### src/rtl/i2c_seq_pkg.sv
`timescale 1ns/1ps
package i2c_seq_pkg;

  typedef enum logic [1:0] {BOP_START, BOP_STOP, BOP_WRITE, BOP_READ} bit_op_t;

  typedef enum logic [2:0] {PH_IDLE, PH_START, PH_DATA, PH_ACK, PH_STOP} phase_t;

  // {scl, sda} line levels for quarter q of a bit operation; SDA never moves in quarter 3
  function automatic logic [1:0] quarter_lines(bit_op_t op, logic [1:0] q, logic d);
    logic hi;
    hi = (q == 2'd1) || (q == 2'd2);
    case (op)
      BOP_START: case (q)
                   2'd0: quarter_lines = 2'b01;
                   2'd1: quarter_lines = 2'b11;
                   2'd2: quarter_lines = 2'b10;
                   default: quarter_lines = 2'b00;
                 endcase
      BOP_STOP:  case (q)
                   2'd0: quarter_lines = 2'b00;
                   2'd1: quarter_lines = 2'b10;
                   default: quarter_lines = 2'b11;
                 endcase
      BOP_WRITE: quarter_lines = {hi, d};
      default:   quarter_lines = {hi, 1'b1};
    endcase
  endfunction

  // phase that follows once the optional start is behind
  function automatic phase_t first_phase(logic with_start, logic with_data, logic with_stop);
    if (with_start)     first_phase = PH_START;
    else if (with_data) first_phase = PH_DATA;
    else if (with_stop) first_phase = PH_STOP;
    else                first_phase = PH_IDLE;
  endfunction

  function automatic bit_op_t phase_op(phase_t ph, logic rd);
    case (ph)
      PH_START: phase_op = BOP_START;
      PH_DATA:  phase_op = rd ? BOP_READ : BOP_WRITE;
      PH_ACK:   phase_op = rd ? BOP_WRITE : BOP_READ;
      default:  phase_op = BOP_STOP;
    endcase
  endfunction

endpackage

### src/rtl/i2c_qtr_timer.sv
`timescale 1ns/1ps
module i2c_qtr_timer #(
  parameter int PRESCALE_W = 8
) (
  input  logic                  clk,
  input  logic                  rst_n,
  input  logic                  en,
  input  logic [PRESCALE_W-1:0] prescale,
  output logic                  tick
);
  logic [PRESCALE_W-1:0] cnt;

  always_ff @(posedge clk or negedge rst_n) begin
    if (!rst_n)                  cnt <= '0;
    else if (!en || cnt == '0)   cnt <= prescale;
    else                         cnt <= cnt - 1'b1;
  end

  assign tick = en && (cnt == '0);
endmodule

### src/rtl/i2c_bit_engine.sv
`timescale 1ns/1ps
module i2c_bit_engine
  import i2c_seq_pkg::*;
#(
  parameter int PRESCALE_W = 8
) (
  input  logic                  clk,
  input  logic                  rst_n,
  input  logic [PRESCALE_W-1:0] prescale,
  input  logic                  go,
  input  bit_op_t               op,
  input  logic                  din,
  input  logic                  sda_in,
  output logic                  done,
  output logic                  dout,
  output logic                  scl_o,
  output logic                  sda_o,
  output logic                  wr_active
);
  logic       active;
  logic       tick;
  logic [1:0] q;
  bit_op_t    op_r;
  logic       d_r;

  i2c_qtr_timer #(.PRESCALE_W(PRESCALE_W)) u_qtr (
    .clk(clk), .rst_n(rst_n), .en(active), .prescale(prescale), .tick(tick)
  );

  always_ff @(posedge clk or negedge rst_n) begin
    if (!rst_n) begin
      active <= 1'b0;
      q      <= 2'd0;
      op_r   <= BOP_STOP;
      d_r    <= 1'b1;
      dout   <= 1'b1;
      scl_o  <= 1'b1;
      sda_o  <= 1'b1;
    end else if (go) begin
      active         <= 1'b1;
      q              <= 2'd0;
      op_r           <= op;
      d_r            <= din;
      {scl_o, sda_o} <= quarter_lines(op, 2'd0, din);
    end else if (tick) begin
      if (q == 2'd2) dout <= sda_in;
      if (q == 2'd3) active <= 1'b0;
      else begin
        q              <= q + 2'd1;
        {scl_o, sda_o} <= quarter_lines(op_r, q + 2'd1, d_r);
      end
    end
  end

  assign done      = tick && (q == 2'd3);
  assign wr_active = active && (op_r == BOP_WRITE);
endmodule

### src/rtl/i2c_byte_seq.sv
`timescale 1ns/1ps
module i2c_byte_seq
  import i2c_seq_pkg::*;
(
  input  logic       clk,
  input  logic       rst_n,
  input  logic       cmd_valid,
  input  logic       cmd_start,
  input  logic       cmd_stop,
  input  logic       cmd_write,
  input  logic       cmd_read,
  input  logic       cmd_ack_n,
  input  logic [7:0] tx_byte,
  input  logic       bit_done,
  input  logic       bit_dout,
  output logic       go,
  output bit_op_t    op,
  output logic       din,
  output logic       accept,
  output logic       tip,
  output logic [7:0] rx_byte,
  output logic       rx_ack
);
  phase_t     ph, nxt;
  logic       rd, with_data, with_stop, ack_n;
  logic [7:0] sh;
  logic [2:0] bitcnt;

  assign accept = cmd_valid && (ph == PH_IDLE) &&
                  (cmd_start || cmd_stop || cmd_write || cmd_read);

  always_comb begin
    nxt = ph;
    case (ph)
      PH_START: nxt = first_phase(1'b0, with_data, with_stop);
      PH_DATA:  nxt = (bitcnt == 3'd7) ? PH_ACK : PH_DATA;
      PH_ACK:   nxt = with_stop ? PH_STOP : PH_IDLE;
      default:  nxt = PH_IDLE;
    endcase
  end

  always_ff @(posedge clk or negedge rst_n) begin
    if (!rst_n) begin
      ph        <= PH_IDLE;
      go        <= 1'b0;
      rd        <= 1'b0;
      with_data <= 1'b0;
      with_stop <= 1'b0;
      ack_n     <= 1'b1;
      sh        <= 8'h00;
      bitcnt    <= 3'd0;
      rx_byte   <= 8'h00;
      rx_ack    <= 1'b0;
    end else begin
      go <= 1'b0;
      if (accept) begin
        rd        <= cmd_read && !cmd_write;
        with_data <= cmd_write || cmd_read;
        with_stop <= cmd_stop;
        ack_n     <= cmd_ack_n;
        sh        <= tx_byte;
        bitcnt    <= 3'd0;
        ph        <= first_phase(cmd_start, cmd_write || cmd_read, cmd_stop);
        go        <= 1'b1;
      end else if (bit_done && ph != PH_IDLE) begin
        if (ph == PH_DATA) begin
          sh     <= {sh[6:0], bit_dout};
          bitcnt <= bitcnt + 3'd1;
        end
        if (ph == PH_ACK) begin
          if (rd) rx_byte <= sh;
          else    rx_ack  <= bit_dout;
        end
        ph <= nxt;
        go <= (nxt != PH_IDLE);
      end
    end
  end

  assign op  = phase_op(ph, rd);
  assign din = (ph == PH_ACK) ? ack_n : sh[7];
  assign tip = (ph != PH_IDLE);
endmodule

### src/rtl/i2c_bus_watch.sv
`timescale 1ns/1ps
module i2c_bus_watch (
  input  logic clk,
  input  logic rst_n,
  input  logic scl_in,
  input  logic sda_in,
  output logic start_seen,
  output logic stop_seen,
  output logic bus_busy
);
  logic scl_q, sda_q;

  always_ff @(posedge clk or negedge rst_n) begin
    if (!rst_n) begin
      scl_q    <= 1'b1;
      sda_q    <= 1'b1;
      bus_busy <= 1'b0;
    end else begin
      scl_q <= scl_in;
      sda_q <= sda_in;
      if (start_seen)     bus_busy <= 1'b1;
      else if (stop_seen) bus_busy <= 1'b0;
    end
  end

  assign start_seen = scl_in && scl_q && sda_q && !sda_in;
  assign stop_seen  = scl_in && scl_q && !sda_q && sda_in;
endmodule

### src/rtl/i2c_cmd_master.sv
`timescale 1ns/1ps
module i2c_cmd_master
  import i2c_seq_pkg::*;
#(
  parameter int PRESCALE_W = 8
) (
  input  logic                  clk,
  input  logic                  rst_n,
  input  logic [PRESCALE_W-1:0] prescale,
  input  logic                  cmd_valid,
  input  logic                  cmd_start,
  input  logic                  cmd_stop,
  input  logic                  cmd_write,
  input  logic                  cmd_read,
  input  logic                  cmd_ack_n,
  input  logic [7:0]            tx_byte,
  input  logic                  scl_in,
  input  logic                  sda_in,
  output logic                  scl_oe_n,
  output logic                  sda_oe_n,
  output logic                  tip,
  output logic [7:0]            rx_byte,
  output logic                  rx_ack,
  output logic                  bus_busy
);
  logic    bit_go, bit_din, bit_done, bit_dout, wr_active, accept;
  logic    start_seen, stop_seen;
  bit_op_t bit_op;

  i2c_byte_seq u_seq (
    .clk(clk), .rst_n(rst_n),
    .cmd_valid(cmd_valid), .cmd_start(cmd_start), .cmd_stop(cmd_stop),
    .cmd_write(cmd_write), .cmd_read(cmd_read), .cmd_ack_n(cmd_ack_n),
    .tx_byte(tx_byte), .bit_done(bit_done), .bit_dout(bit_dout),
    .go(bit_go), .op(bit_op), .din(bit_din), .accept(accept),
    .tip(tip), .rx_byte(rx_byte), .rx_ack(rx_ack)
  );

  i2c_bit_engine #(.PRESCALE_W(PRESCALE_W)) u_eng (
    .clk(clk), .rst_n(rst_n), .prescale(prescale),
    .go(bit_go), .op(bit_op), .din(bit_din), .sda_in(sda_in),
    .done(bit_done), .dout(bit_dout), .scl_o(scl_oe_n), .sda_o(sda_oe_n),
    .wr_active(wr_active)
  );

  i2c_bus_watch u_watch (
    .clk(clk), .rst_n(rst_n), .scl_in(scl_in), .sda_in(sda_in),
    .start_seen(start_seen), .stop_seen(stop_seen), .bus_busy(bus_busy)
  );
endmodule

### config.mk
export PLATFORM = sky130hd
export DESIGN_NAME = i2c_cmd_master
export DESIGN_NICKNAME = d
export VERILOG_FILES = /design/src/rtl/i2c_seq_pkg.sv /design/src/rtl/i2c_qtr_timer.sv /design/src/rtl/i2c_bit_engine.sv /design/src/rtl/i2c_byte_seq.sv /design/src/rtl/i2c_bus_watch.sv /design/src/rtl/i2c_cmd_master.sv
export SDC_FILE = /design/constraint.sdc
export NUM_CORES = 1
export LEC_CHECK = 0
export ABC_AREA = 1
export BUFFER_PORTS_ARGS = -buffer_cell sky130_fd_sc_hd__buf_2
export CORE_MARGIN = 5
export CORE_UTILIZATION = 52
export CTS_BUF_LIST = sky130_fd_sc_hd__clkbuf_4
export DETAILED_ROUTE_END_ITERATION = 12
export PLACE_DENSITY = 0.74
export SYNTH_ARGS = -nofsm -noshare
export SYNTH_HDL_FRONTEND = slang
export SYNTH_SLANG_ARGS = --single-unit
### constraint.sdc
create_clock -name clk -period 2.9 [get_ports clk]
set_input_delay 0 -clock clk [delete_from_list [all_inputs] [get_ports clk]]
set_output_delay 0 -clock clk [all_outputs]
set_load 0.01 [all_outputs]
# Word-level counts from Yosys, hierarchy flattened
# Cells that the tools add are included.
[totals] input_bits=26 ramBits=0 latchBits=0 mem_bits_ro=0 mem_count=0 register_bits=48
[op_classes] n_bitwise=3 n_eq_ne=13 n_div=0 add_sub_neg=3 n_lt_le_gt_ge=0 muxes=40 n_mul=0 n_shift=0 n_reduce_logical=38
[op_table] operator="8-bit 2-to-1 mux" n=4
[op_table] operator="3-bit 2-to-1 mux" n=10
[op_table] operator="2-bit one-hot mux with 3 select lines" n=3
[op_table] operator="1-bit 2-to-1 mux" n=17
[op_table] operator="1-bit logical AND" n=11
[op_table] operator="2-bit equality test (second input constant)" n=5
[op_table] operator="2-bit nonzero test" n=5
[op_table] operator="3-bit one-hot mux with 3 select lines" n=1
[op_table] operator="8-bit logical NOT" n=1
[op_table] operator="4-bit AND reduction" n=2
[op_table] operator="8-bit by 1-bit subtractor with 8-bit output (second input constant)" n=1
[op_table] operator="2-bit by 1-bit equality test with 1-bit output (second input constant)" n=3
[op_table] operator="3-bit by 2-bit equality test with 1-bit output (second input constant)" n=2
[op_table] operator="1-bit logical OR" n=6
[op_table] operator="2-bit 2-to-1 mux" n=3
[op_table] operator="2-bit AND reduction" n=3
[op_table] operator="3-bit nonzero test" n=2
[op_table] operator="1-bit logical NOT" n=4
[op_table] operator="2-bit logical NOT" n=2
[op_table] operator="2-bit one-hot mux with 2 select lines" n=1
[op_table] operator="3-bit by 1-bit adder with 3-bit output (second input constant)" n=1
[op_table] operator="3-bit by 1-bit equality test with 1-bit output (second input constant)" n=1
[op_table] operator="3-bit equality test (second input constant)" n=1
[op_table] operator="3-bit logical NOT" n=1
[op_table] operator="other kinds (5)" n=7

# Depth between registers and ports, before layout
# Gate-level depths: netlist of the first run.
[logic_depth] ltp_word=7 depth_mapped=10 mapped_depth_nobuf=10

# Cells and area by module
# Synthesis of the first run repeated with hierarchy kept, for this count alone.
[unflattened] cells_unflattened=311 area_unflattened_um2=2583.7
[by_module_without_submodules] mod="i2c_byte_seq" seq_area_each_um2=701.9 area_each_um2=1417.6 cells_per_inst=170 n_inst=1
[by_module_without_submodules] mod="i2c_qtr_timer" seq_area_each_um2=200.2 area_each_um2=560.5 cells_per_inst=68 n_inst=1
[by_module_without_submodules] mod="i2c_bit_engine" seq_area_each_um2=231.5 area_each_um2=486.7 cells_per_inst=60 n_inst=1
[by_module_without_submodules] mod="i2c_bus_watch" seq_area_each_um2=77.6 area_each_um2=118.9 cells_per_inst=13 n_inst=1

# Worst setup path before layout of the first run
# No wires, ideal clock.
[synth_timing] path_kind="register to register" start="register u_eng.u_qtr.cnt[0]" end="register u_seq.sh[0]" setup_ps=116 path_stages_with_launch=11 arrival_ps=1388 required_time_ps=2784 setup_slack_ps=1395 n_path_buf=1 cell_sequence="dfrtp_1 -> inv_1 -> ha_1 -> nand3_1 -> nor2_4 -> nand3_4 -> inv_2 -> nand2_2 -> buf_6 -> nand3_1 -> nand2_1"
[synth_between] elab_chain_len=6
[synth_lines] item="start: declaration" line_no="i2c_qtr_timer.sv:11" text="logic [PRESCALE_W-1:0] cnt;"
[synth_lines] item="start signal: assignment" line_no="i2c_qtr_timer.sv:15" text="else if (!en || cnt == '0) cnt <= prescale;"
[synth_lines] item="start signal: assignment" line_no="i2c_qtr_timer.sv:16" text="else cnt <= cnt - 1'b1;"
[synth_lines] item="8-bit logical NOT" line_no="i2c_qtr_timer.sv:19" text="assign tick = en && (cnt == '0);"
[synth_lines] item="1-bit logical AND" line_no="i2c_qtr_timer.sv:19"
[synth_lines] item="1-bit logical AND" line_no="i2c_bit_engine.sv:55" text="assign done = tick && (q == 2'd3);"
[synth_lines] item="1-bit logical AND" line_no="i2c_byte_seq.sv:65" text="end else if (bit_done && ph != PH_IDLE) begin"
[synth_lines] item="2-bit nonzero test (no source line)"
[synth_lines] item="2-bit AND reduction (no source line)"
[synth_lines] item="end signal: assignment" line_no="i2c_byte_seq.sv:61" text="sh <= tx_byte;"
[synth_lines] item="end signal: assignment" line_no="i2c_byte_seq.sv:67" text="sh <= {sh[6:0], bit_dout};"
[synth_lines] item="end: declaration" line_no="i2c_byte_seq.sv:26" text="logic [7:0] sh;"
# No other way between the ends.
# A chain may end at the register's enable or synchronous reset.

# Final worst setup path of the first run
[layout_timing] start="register u_seq.ph[1]" end="register u_seq.rd"
[layout_between] elab_chain_len=3
[layout_lines] item="start: declaration" line_no="i2c_byte_seq.sv:24" text="phase_t ph, nxt;"
[layout_lines] item="start signal: assignment" line_no="i2c_byte_seq.sv:63" text="ph <= first_phase(cmd_start, cmd_write || cmd_read, cmd_stop);"
[layout_lines] item="start signal: assignment" line_no="i2c_byte_seq.sv:74" text="ph <= nxt;"
[layout_lines] item="3-bit logical NOT" line_no="i2c_byte_seq.sv:29" text="assign accept = cmd_valid && (ph == PH_IDLE) &&"
[layout_lines] item="1-bit logical AND (2 in series)" line_no="i2c_byte_seq.sv:29"
[layout_lines] item="end signal: assignment" line_no="i2c_byte_seq.sv:57" text="rd <= cmd_read && !cmd_write;"
[layout_lines] item="end: declaration" line_no="i2c_byte_seq.sv:25" text="logic rd, with_data, with_stop, ack_n;"
# No other way between the ends.

==> impl_metrics.yaml, run 1 <==
sta:
  hold_viol: 0
  finalSetupViolCount: 0
  holdWs_ns: 0.03699
  fin_worst_skew_ns: 0.01275
  slew_headroom: 0.3093
  worst_pin_slew_ns: 1.036
  period_minus_slack_ns: 2.047
  drv_slew: 0
  finalCritPeriodShare: 0.7058
  fin_setup_tns_ns: 0
  max_freq_mhz: 488.6
  rsz0062_at_grt: "no"
drt:
  routedWlPerCell_um: 11.95
  totalWireLength_um: 5340
  antenna_left: 0
  route.vias.total: 2179
  drt_iter0_markers: 139
  avgViaCountPerCell: 4.875
  drc: 0
  first_pass_iters: 4
synthesis:
  yosys.area_share.simple: 0.3389
  synth_xor_xnor_area_share: 0.01722
  syn_nets: 350
  syn-instance-count: 317
  synthDistinctLibCells: 33
  synth_warnings: 0
  synth_top_family_by_area: "simple AND/OR/NAND/NOR gates"
  synth_area_per_cell_um2: 8.024
  synthAdderAreaFrac: 0.03443
  synth_area_um2: 2544
  synth.area.mux_share: 0.003935
  synth_compound_area_frac: 0.06247
  ys_seq_area_frac: 0.4761
  ys_ff_latch: 48
final_layout:
  antenna_cells: 0
  drive_gt1_frac: 0.1921
  final_common_cell: "nand2_1"
  fin_nets: 412
  area_growth_syn_to_layout_pct: 21.79
  fill_cells: 386
  layout_common_cells: "nand2_1 (110), nand3_1 (41), dfrtp_1 (40)"
power:
  leakage_uw: 0.001598
  peakVddDrop_mv: 0.3812
  powerDensity_nw_per_um2: 520.4
global_route:
  grt_pass1_wl_um: 9397
  grt_pass1_vias: 2126
  grt_max_degree: 49
  overflow: 0
  antenna_found_initial: 0
  grt.total_usage: 0.1856
critical_path:
  worst_r2r_path_depth: 6
  cp.arrival_ns: 2.32
  end_kind: "register"
  r2r-end: "u_seq.rd"
  reg2reg_slack_ns: 0.85
  start_kind: "register"
  crit_fanout: 18
  crit_required_ns: 3.17
  r2r-start: "u_seq.ph[1]"
  critPathKind: "reg2reg"
worst_hold_path:
  min_from: "cmd_valid"
  holdPathStages: 5
  whs_endpoint: "u_seq.ack_n"
  hold_path.class: "in2reg"
floorplanning:
  core_area_um2: 4723
  die_y_um: 79.94
  rows: 25
  dieArea_um2: 6390
  fp.dieW_um: 79.94
  ios: 39
  start_util: 0.5385
cts:
  htree_levels: 2
  cts-root-buf: "clkbuf_4"
  clk_pin_slew_ns: 0.15
  cts_max_path_buffers: 2
  cts_tree: "yes"
  clk_latency_ns: 0.37
  cts_sinks: 48
  cts_buffers: 5
run:
  cap_violations: 0
placement:
  io_buffer_count: 38
  gp_congestion: 0.8221
  hpwl_um: 3668
run_status:
  status: "completed"
synth_stat cells:
| cell type | count | share of area |
|---|---|---|
| nand3_1 | 41 | 0.081 |
| a22oi_1 | 1 | 0.0030 |
| dfrtp_1 | 40 | 0.39 |
| xnor2_1 | 2 | 0.0069 |
| a31o_2 | 1 | 0.0034 |
| nor2_4 | 5 | 0.022 |
| or2_2 | 1 | 0.0025 |
| buf_4 | 1 | 0.0030 |
| nand4_1 | 2 | 0.0049 |
| clkbuf_1 | 1 | 0.0015 |
| nor2_2 | 3 | 0.0074 |
| buf_2 | 4 | 0.0079 |
| o31ai_1 | 2 | 0.0059 |
| ha_1 | 7 | 0.034 |
| o21ai_0 | 19 | 0.037 |
| nand3_2 | 1 | 0.0039 |
| xor2_1 | 3 | 0.010 |
| inv_2 | 2 | 0.0030 |
| nand2_4 | 1 | 0.0044 |
| nor2_8 | 1 | 0.0079 |
| clkinv_1 | 1 | 0.0015 |
| inv_1 | 28 | 0.041 |
| nor2_1 | 18 | 0.027 |
| dfstp_2 | 8 | 0.083 |
| nand3_4 | 1 | 0.0069 |
| o21ai_1 | 2 | 0.0039 |
| nand2_1 | 110 | 0.16 |
| buf_6 | 2 | 0.0089 |
| a21oi_1 | 2 | 0.0039 |
| nor3_1 | 1 | 0.0020 |
| nand2_2 | 3 | 0.0074 |
| a31oi_1 | 2 | 0.0049 |
| mux2i_1 | 1 | 0.0039 |
worst max-delay path, cell delays in order (launching register included):
cell,delay (ns)
dfrtp_1,0.46
nor2_2,0.15
nand3_2,0.13
nor2_8,0.30
nor2_4,0.12
a31o_2,0.22
dlygate4sd3_1,0.55
metrics by stage:
step           cells  instance area, um2    util  worst slack (ns)  power, uW
5_1_grt          447                3098  0.6559            0.7287       1724
4_1_cts          447                3098  0.6559            0.8466       1627
3_5_place_dp     414                2764  0.5852             1.191       1192
6_report         447                3098  0.6559            0.8532       1612
2_1_floorplan    317                2544       -             1.395       1092
3_3_place_gp     414                2764  0.5852             1.241       1183
logic make-up after synthesis:
group / Yosys count
AND/OR/NAND/NOR: 188
adder cells (fa/ha/maj): 7
multiplexers: 1
AO/OA/AOI/OAI: 29
flip-flops: 48
buffers and inverters: 39
XOR/XNOR: 5
how the worst max path moves through the flow:
stage,start,to,slack [ns],cells past startpoint
floorplan,u_eng.u_qtr.cnt[0],u_seq.sh[0],1.40,10
detailed placement,u_eng.u_qtr.cnt[0],u_seq.rx_byte[7],1.19,9
global placement,u_seq.ph[1],u_seq.sh[6],1.24,8
finish,u_seq.ph[1],u_seq.rd,0.85,6
CTS,u_seq.ph[1],u_seq.rd,0.85,6
global route,u_seq.ph[1],u_seq.rd,0.73,6
power by group:
group	switching [uW]	leakage (uW)	total (uW)	internal [uW]
Combinational	191	0.000971	359	168
Clock	226	0.0000418	411	184
Sequential	80.7	0.000585	843	762
sequential cells by signal, summed over array words and instances, names as in the netlist:
signal / count
u_eng.d_r: 1
u_watch.scl_q: 1
u_eng.sda_o: 1
u_seq.rd: 1
u_seq.sh: 8
u_eng.dout: 1
u_eng.active: 1
u_eng.u_qtr.cnt: 8
u_watch.bus_busy: 1
u_seq.rx_byte: 8
u_seq.go: 1
u_eng.q: 2
u_seq.rx_ack: 1
u_eng.scl_o: 1
u_seq.with_stop: 1
u_seq.with_data: 1
u_seq.bitcnt: 3
u_watch.sda_q: 1
u_seq.ph: 3
u_eng.op_r: 2
u_seq.ack_n: 1
cell type report:
type | instances | area, um2 | area share
Sequential cell | 48 | 1211 | 0.3910
Multi-Input combinational cell | 230 | 1162 | 0.3752
Timing Repair Buffer | 63 | 440.4 | 0.1422
Inverter | 31 | 116.4 | 0.03756
Tap cell | 67 | 83.83 | 0.02706
Clock inverter | 3 | 46.29 | 0.01494
Clock buffer | 5 | 37.54 | 0.01212
what timing repair did:
| action | in CTS | in global routing |
|---|---|---|
| endpoints found under the setup margin | 0 | 0 |
| hold buffers | 25 | 0 |
| setup buffers | 0 | 0 |
| gates resized for setup | 0 | 0 |
| hold endpoints to repair | 65 | 0 |
per-layer routing:
layer  part of all wire  track usage
met5                  0            0
met4              0.013      0.05405
met3              0.047      0.03612
met2               0.49       0.3137
met1               0.45       0.2404
(Power assumes the default switching activity.)
==> run 2, diff against run 1 <==
--- a/config.mk
+++ b/config.mk
@@ -11,7 +11,7 @@
 export CORE_UTILIZATION = 52
 export CTS_BUF_LIST = sky130_fd_sc_hd__clkbuf_4
 export DETAILED_ROUTE_END_ITERATION = 12
-export PLACE_DENSITY = 0.74
+export PLACE_DENSITY = 0.77
 export SYNTH_ARGS = -nofsm -noshare
 export SYNTH_HDL_FRONTEND = slang
 export SYNTH_SLANG_ARGS = --single-unit
==> constraint.sdc (replaced) <==
create_clock -name clk -period 1.74 [get_ports clk]
set_input_delay 0 -clock clk [delete_from_list [all_inputs] [get_ports clk]]
set_output_delay 0 -clock clk [all_outputs]
set_load 0.01 [all_outputs]
==> run 2 against run 1 <==
Combinational power is 76% higher. Fmax is 25% higher. Final cell count increased by 1.8%. First-iteration DRC count is 22% lower. Hold slack better by 0.012 ns. Critical endpoint is now u_seq.rx_byte[6]. Largest cell class unchanged.
==> impl_metrics.yaml, run 2 (synthesized netlist as in run 1, its figures left out) <==
floorplanning:
  core_area_um2: 4723
  fp.dieW_um: 79.94
  rows: 25
  dieArea_um2: 6390
  die_y_um: 79.94
  ios: 39
  start_util: 0.5385
global_route:
  grt_pass1_vias: 2154
  grt_max_degree: 49
  overflow: 0
  grt.total_usage: 0.1816
  grt_pass1_wl_um: 9190
  antenna_found_initial: 0
power:
  p_clk_frac: 0.204
  switchingPower_uw: 834.7
  seqPwrFrac: 0.549
  power_switching_share: 0.3266
  fin_total_pwr_uw: 2556
  peakVddDrop_mv: 0.4816
  combPwrFrac: 0.247
  p_int_uw: 1721
  leakage_uw: 0.001653
  powerDensity_nw_per_um2: 811.8
critical_path:
  crit_family: "simple AND/OR/NAND/NOR gates"
  cpMostUsedCell: "nor2_4"
  start_kind: "register"
  critPathKind: "reg2reg"
  crit_required_ns: 2.05
  cpMaxStageDelayCell: "dfrtp_1"
  critical-path-max-stage-delay_ns: 0.42
  cp.arrival_ns: 1.95
  crit_fanout: 7
  end_kind: "register"
  crit_chain: "inv_1, ha_1, nand3_2, nor2_4, nand3_4, nor2_4, buf_4, nand3_1, nand2_1"
  cp_num_buf_inv: 2
final_layout:
  reg.largest.list: "u_eng.u_qtr.cnt: 8 flops, u_seq.rx_byte: 8 flops, u_seq.sh: 8 flops"
  antenna_cells: 0
  fin_nets: 420
  final_common_cell: "nand2_1"
  area_growth_syn_to_layout_pct: 23.76
  fill_cells: 424
  layout_common_cells: "nand2_1 (110), nand3_1 (40), dfrtp_1 (40)"
  drive_gt1_frac: 0.2139
drt:
  routedWlPerCell_um: 11.53
  antenna_left: 0
  drt_iter0_markers: 108
  first_pass_iters: 4
  totalWireLength_um: 5244
  avgViaCountPerCell: 4.789
  route.vias.total: 2179
  drc: 0
sta:
  max_freq_mhz: 608.8
  fin_worst_skew_ns: 0.01162
  finalCritPeriodShare: 0.9440
  hold_viol: 0
  worst_pin_slew_ns: 0.6080
  drv_slew: 0
  period_minus_slack_ns: 1.643
  holdWs_ns: 0.04911
  finalSetupViolCount: 0
  slew_headroom: 0.5947
  fin_ws_ns: 0.09743
cts:
  clk_pin_slew_ns: 0.15
  cts_tree: "yes"
  htree_levels: 2
  cts_buffers: 5
  cts_sinks: 48
  cts-root-buf: "clkbuf_4"
  clk_latency_ns: 0.36
  cts_max_path_buffers: 2
run_status:
  status: "completed"
placement:
  gp_congestion: 0.8106
  hpwl_um: 3662
  io_buffer_count: 38
  dp_slack_ns: 0.06800
run:
  cap_violations: 0
worst_hold_path:
  hold_path.class: "in2reg"
## run 2: cell count changes in the layout (fill, tap and decap cells not counted), sizes merged
cell	before	now
clkinv	1	4
buf	38	47
inv	31	30
dlygate4sd3	25	24
clkinvlp	1	0
bufinv	1	0
## run 2: tightest hold or removal path: cells and delay by family
family / cells / cell delay (ns)
and+or+nand+nor: 4 / 0.30
buffers and inverters: 1 / 0.11
## run 2: routing by layer
layer	vias up	part of all wire	global-route usage
met1	989	0.47	0.2289
met4	0	0.010	0.05574
met5	-	0	0
met2	32	0.49	0.3162
li1	1151	-	-
met3	7	0.032	0.03047
## run 2: worst paths after layout
| check | startpoint | end | slack, ns | cells after the start |
|---|---|---|---|---|
| max | u_eng.u_qtr.cnt[0] | u_seq.rx_byte[6] | 0.1 | 9 |
| min | cmd_valid | u_seq.ack_n | 0.05 | 5 |
| max reg2reg | u_eng.u_qtr.cnt[0] | u_seq.rx_byte[6] | 0.1 | 9 |
| min reg2reg | u_seq.ack_n | u_seq.ack_n | 0.48 | 2 |
| max in group asynchronous | rst_n | u_seq.ph[0] | 1.07 | 3 |
| min in group asynchronous | rst_n | u_eng.u_qtr.cnt[4] | 0.24 | 3 |
## run 2: power by group through the flow
stage	logic [uW]	registers, uW	clock network (uW)
global route	728	1420	583
finish	632	1400	521
CTS	627	1400	546
floorplan	411	1410	0
global placement	565	1420	0
detailed placement	583	1420	0
## run 2: metrics by stage
stage                       util  instance area (um2)  setup TNS [ns]  cells
after detailed placement  0.5947                 2809               0    420
after global placement    0.5947                 2809               0    420
final                     0.6665                 3148               0    455
after CTS                 0.6575                 3105               0    452
after global routing      0.6665                 3148       -0.007059    455
after floorplan                -                 2544               0    317
## run 2: cell type report
cell class                 instances  area (um2)  area share
clock inverter                     3       18.77    0.005962
clock buffer                       5       37.54     0.01192
tap                               67       83.83     0.02663
multi-input combinational        230        1177      0.3740
sequential                        48        1211      0.3847
inverter                          31       121.4     0.03855
timing repair buffer              71       498.0      0.1582
## run 2: what timing repair did
action,CTS,global route
endpoints found under the hold margin,65,0
hold buffers,24,0
resized for setup,0,7
setup buffers,0,3
setup endpoints to repair,0,24
==> run 3, diff against run 2 <==
--- a/config.mk
+++ b/config.mk
@@ -7,11 +7,14 @@
 export LEC_CHECK = 0
 export ABC_AREA = 1
 export BUFFER_PORTS_ARGS = -buffer_cell sky130_fd_sc_hd__buf_2
+export CELL_PAD_IN_SITES_DETAIL_PLACEMENT = 0
+export CELL_PAD_IN_SITES_GLOBAL_PLACEMENT = 1
 export CORE_MARGIN = 5
-export CORE_UTILIZATION = 52
-export CTS_BUF_LIST = sky130_fd_sc_hd__clkbuf_4
+export CORE_UTILIZATION = 39
+export CTS_BUF_LIST = sky130_fd_sc_hd__clkbuf_8
 export DETAILED_ROUTE_END_ITERATION = 12
-export PLACE_DENSITY = 0.77
+export PLACE_DENSITY_LB_ADDON = 0.1
+export SLEW_MARGIN = 20
 export SYNTH_ARGS = -nofsm -noshare
 export SYNTH_HDL_FRONTEND = slang
 export SYNTH_SLANG_ARGS = --single-unit
==> run 3 against run 2 <==
Clock-buffer cell count is the same. Sequential share of layout area is 1.1 points lower. Critical path depth rose by 1. Via count fell by 1.2%. Wire length increased by 12%. Hold slack got worse by 0.032 ns. Fmax up 2.8%. Combinational power shrank 1%. Non-clock buffer count down 1. Register-to-register slack better by 0.05 ns. Clock skew shrank 0.0012 ns. Largest power group unchanged. Highest routed layer unchanged.
==> impl_metrics.yaml, run 3 (synthesized netlist as in run 1, its figures left out) <==
critical_path:
  critPathKind: "reg2reg"
  end_kind: "register"
  crit_required_ns: 1.98
  crit_fanout: 12
  cp.arrival_ns: 1.84
  start_kind: "register"
sta:
  drv_slew: 0
  period_minus_slack_ns: 1.597
  hold_viol: 0
  holdWs_ns: 0.01700
  max_freq_mhz: 626.1
  finalSetupViolCount: 0
  finalCritPeriodShare: 0.9179
  slew_headroom: 0.6262
  worst_pin_slew_ns: 0.5608
  fin_worst_skew_ns: 0.01044
cts:
  cts_tree: "yes"
  cts_sinks: 48
  clk_pin_slew_ns: 0.10
  clk_latency_ns: 0.31
  cts_max_path_buffers: 2
  cts-root-buf: "clkbuf_8"
  htree_levels: 2
  cts_buffers: 5
floorplanning:
  fp.dieW_um: 90.76
  rows: 29
  core_area_um2: 6350
  die_y_um: 90.76
  dieArea_um2: 8237
  ios: 39
  start_util: 0.4006
placement:
  dpl.cell_count: 431
  gp_congestion: 0.7472
  hpwl_um: 4314
  place_area_um2: 2841
  io_buffer_count: 38
drt:
  totalWireLength_um: 5880
  drt_iter0_markers: 68
  first_pass_iters: 4
  drc: 0
  antenna_left: 0
  route.vias.total: 2153
  avgViaCountPerCell: 4.640
  routedWlPerCell_um: 12.67
final_layout:
  fin_nets: 419
  final_cells: 464
  layout_common_cells: "nand2_1 (110), nand3_1 (41), dfrtp_1 (40)"
  final_common_cell: "nand2_1"
  drive_gt1_frac: 0.2119
  area_growth_syn_to_layout_pct: 27.30
  antenna_cells: 0
  reg.largest.list: "u_eng.u_qtr.cnt: 8 flops, u_seq.rx_byte: 8 flops, u_seq.sh: 8 flops"
  final_cell_area_um2: 3238
global_route:
  antenna_found_initial: 0
  grt_pass1_vias: 2110
  grt_max_degree: 31
  grt_pass1_wl_um: 10180
  grt.total_usage: 0.1517
  overflow: 0
run:
  cap_violations: 0
power:
  fin_total_pwr_uw: 2978
  powerDensity_nw_per_um2: 919.5
  peakVddDrop_mv: 0.5051
  leakage_uw: 0.001687
worst_hold_path:
  hold_path.class: "in2reg"
run_status:
  status: "completed"
==> run 3: cell type report <==
type                       count  area (um2)
clock inverter                 3       63.81
fill                         644        3112
sequential                    48        1211
clock buffer                   5       68.82
timing repair buffer          70       500.5
tap                           77       96.34
multi-input combinational    230        1179
inverter                      31       118.9
==> run 3: per-stage QoR <==
| step | setup TNS (ns) | worst slack (ns) | util |
|---|---|---|---|
| after CTS | 0 | 0.005405 | 0.5046 |
| after floorplan | 0 | 0.2352 | - |
| after global placement | 0 | 0.09675 | 0.4475 |
| after detailed placement | 0 | 0.01945 | 0.4475 |
| after global routing | -0.02768 | -0.01333 | 0.5100 |
| final | 0 | 0.1428 | 0.5100 |
==> run 3: worst max-delay path, stage by stage (launching register included) <==
cell	delay, ns
dfrtp_1	0.40
inv_1	0.09
ha_1	0.17
nand3_1	0.12
nor2_4	0.16
nand3_4	0.12
inv_2	0.12
nand2_4	0.13
nand2_8	0.12
nand2_1	0.05
nand2_1	0.06
==> run 3: per-layer routing <==
layer	vias to the layer above	track usage	share of wire
met5	-	0	0
met4	0	0.03722	0.010
met3	6	0.03750	0.028
met2	22	0.2476	0.48
met1	974	0.2009	0.48
li1	1151	-	-
==> run 3: timing repair <==
action                                  in CTS  in global routing
endpoints found under the setup margin       0                 23
endpoints found under the hold margin       39                  0
resized for setup                            0                  5
hold buffers                                23                  0
setup buffers                                0                  2
==> run 3: final timing paths <==
kind | startpoint | end | depth (start not counted) | slack, ns
setup / recovery | u_eng.u_qtr.cnt[0] | u_seq.bitcnt[0] | 10 | 0.14
hold / removal | tx_byte[2] | u_seq.sh[2] | 5 | 0.02
setup reg to reg | u_eng.u_qtr.cnt[0] | u_seq.bitcnt[0] | 10 | 0.14
hold reg to reg | u_seq.ack_n | u_seq.ack_n | 2 | 0.47
max in group asynchronous | rst_n | u_seq.ack_n | 3 | 0.92
min in group asynchronous | rst_n | u_seq.rx_byte[1] | 2 | 0.22
==> run 3: power breakdown <==
group          switching [uW]  internal [uW]
Clock                     383            569
Combinational             327            295
Sequential                132           1270
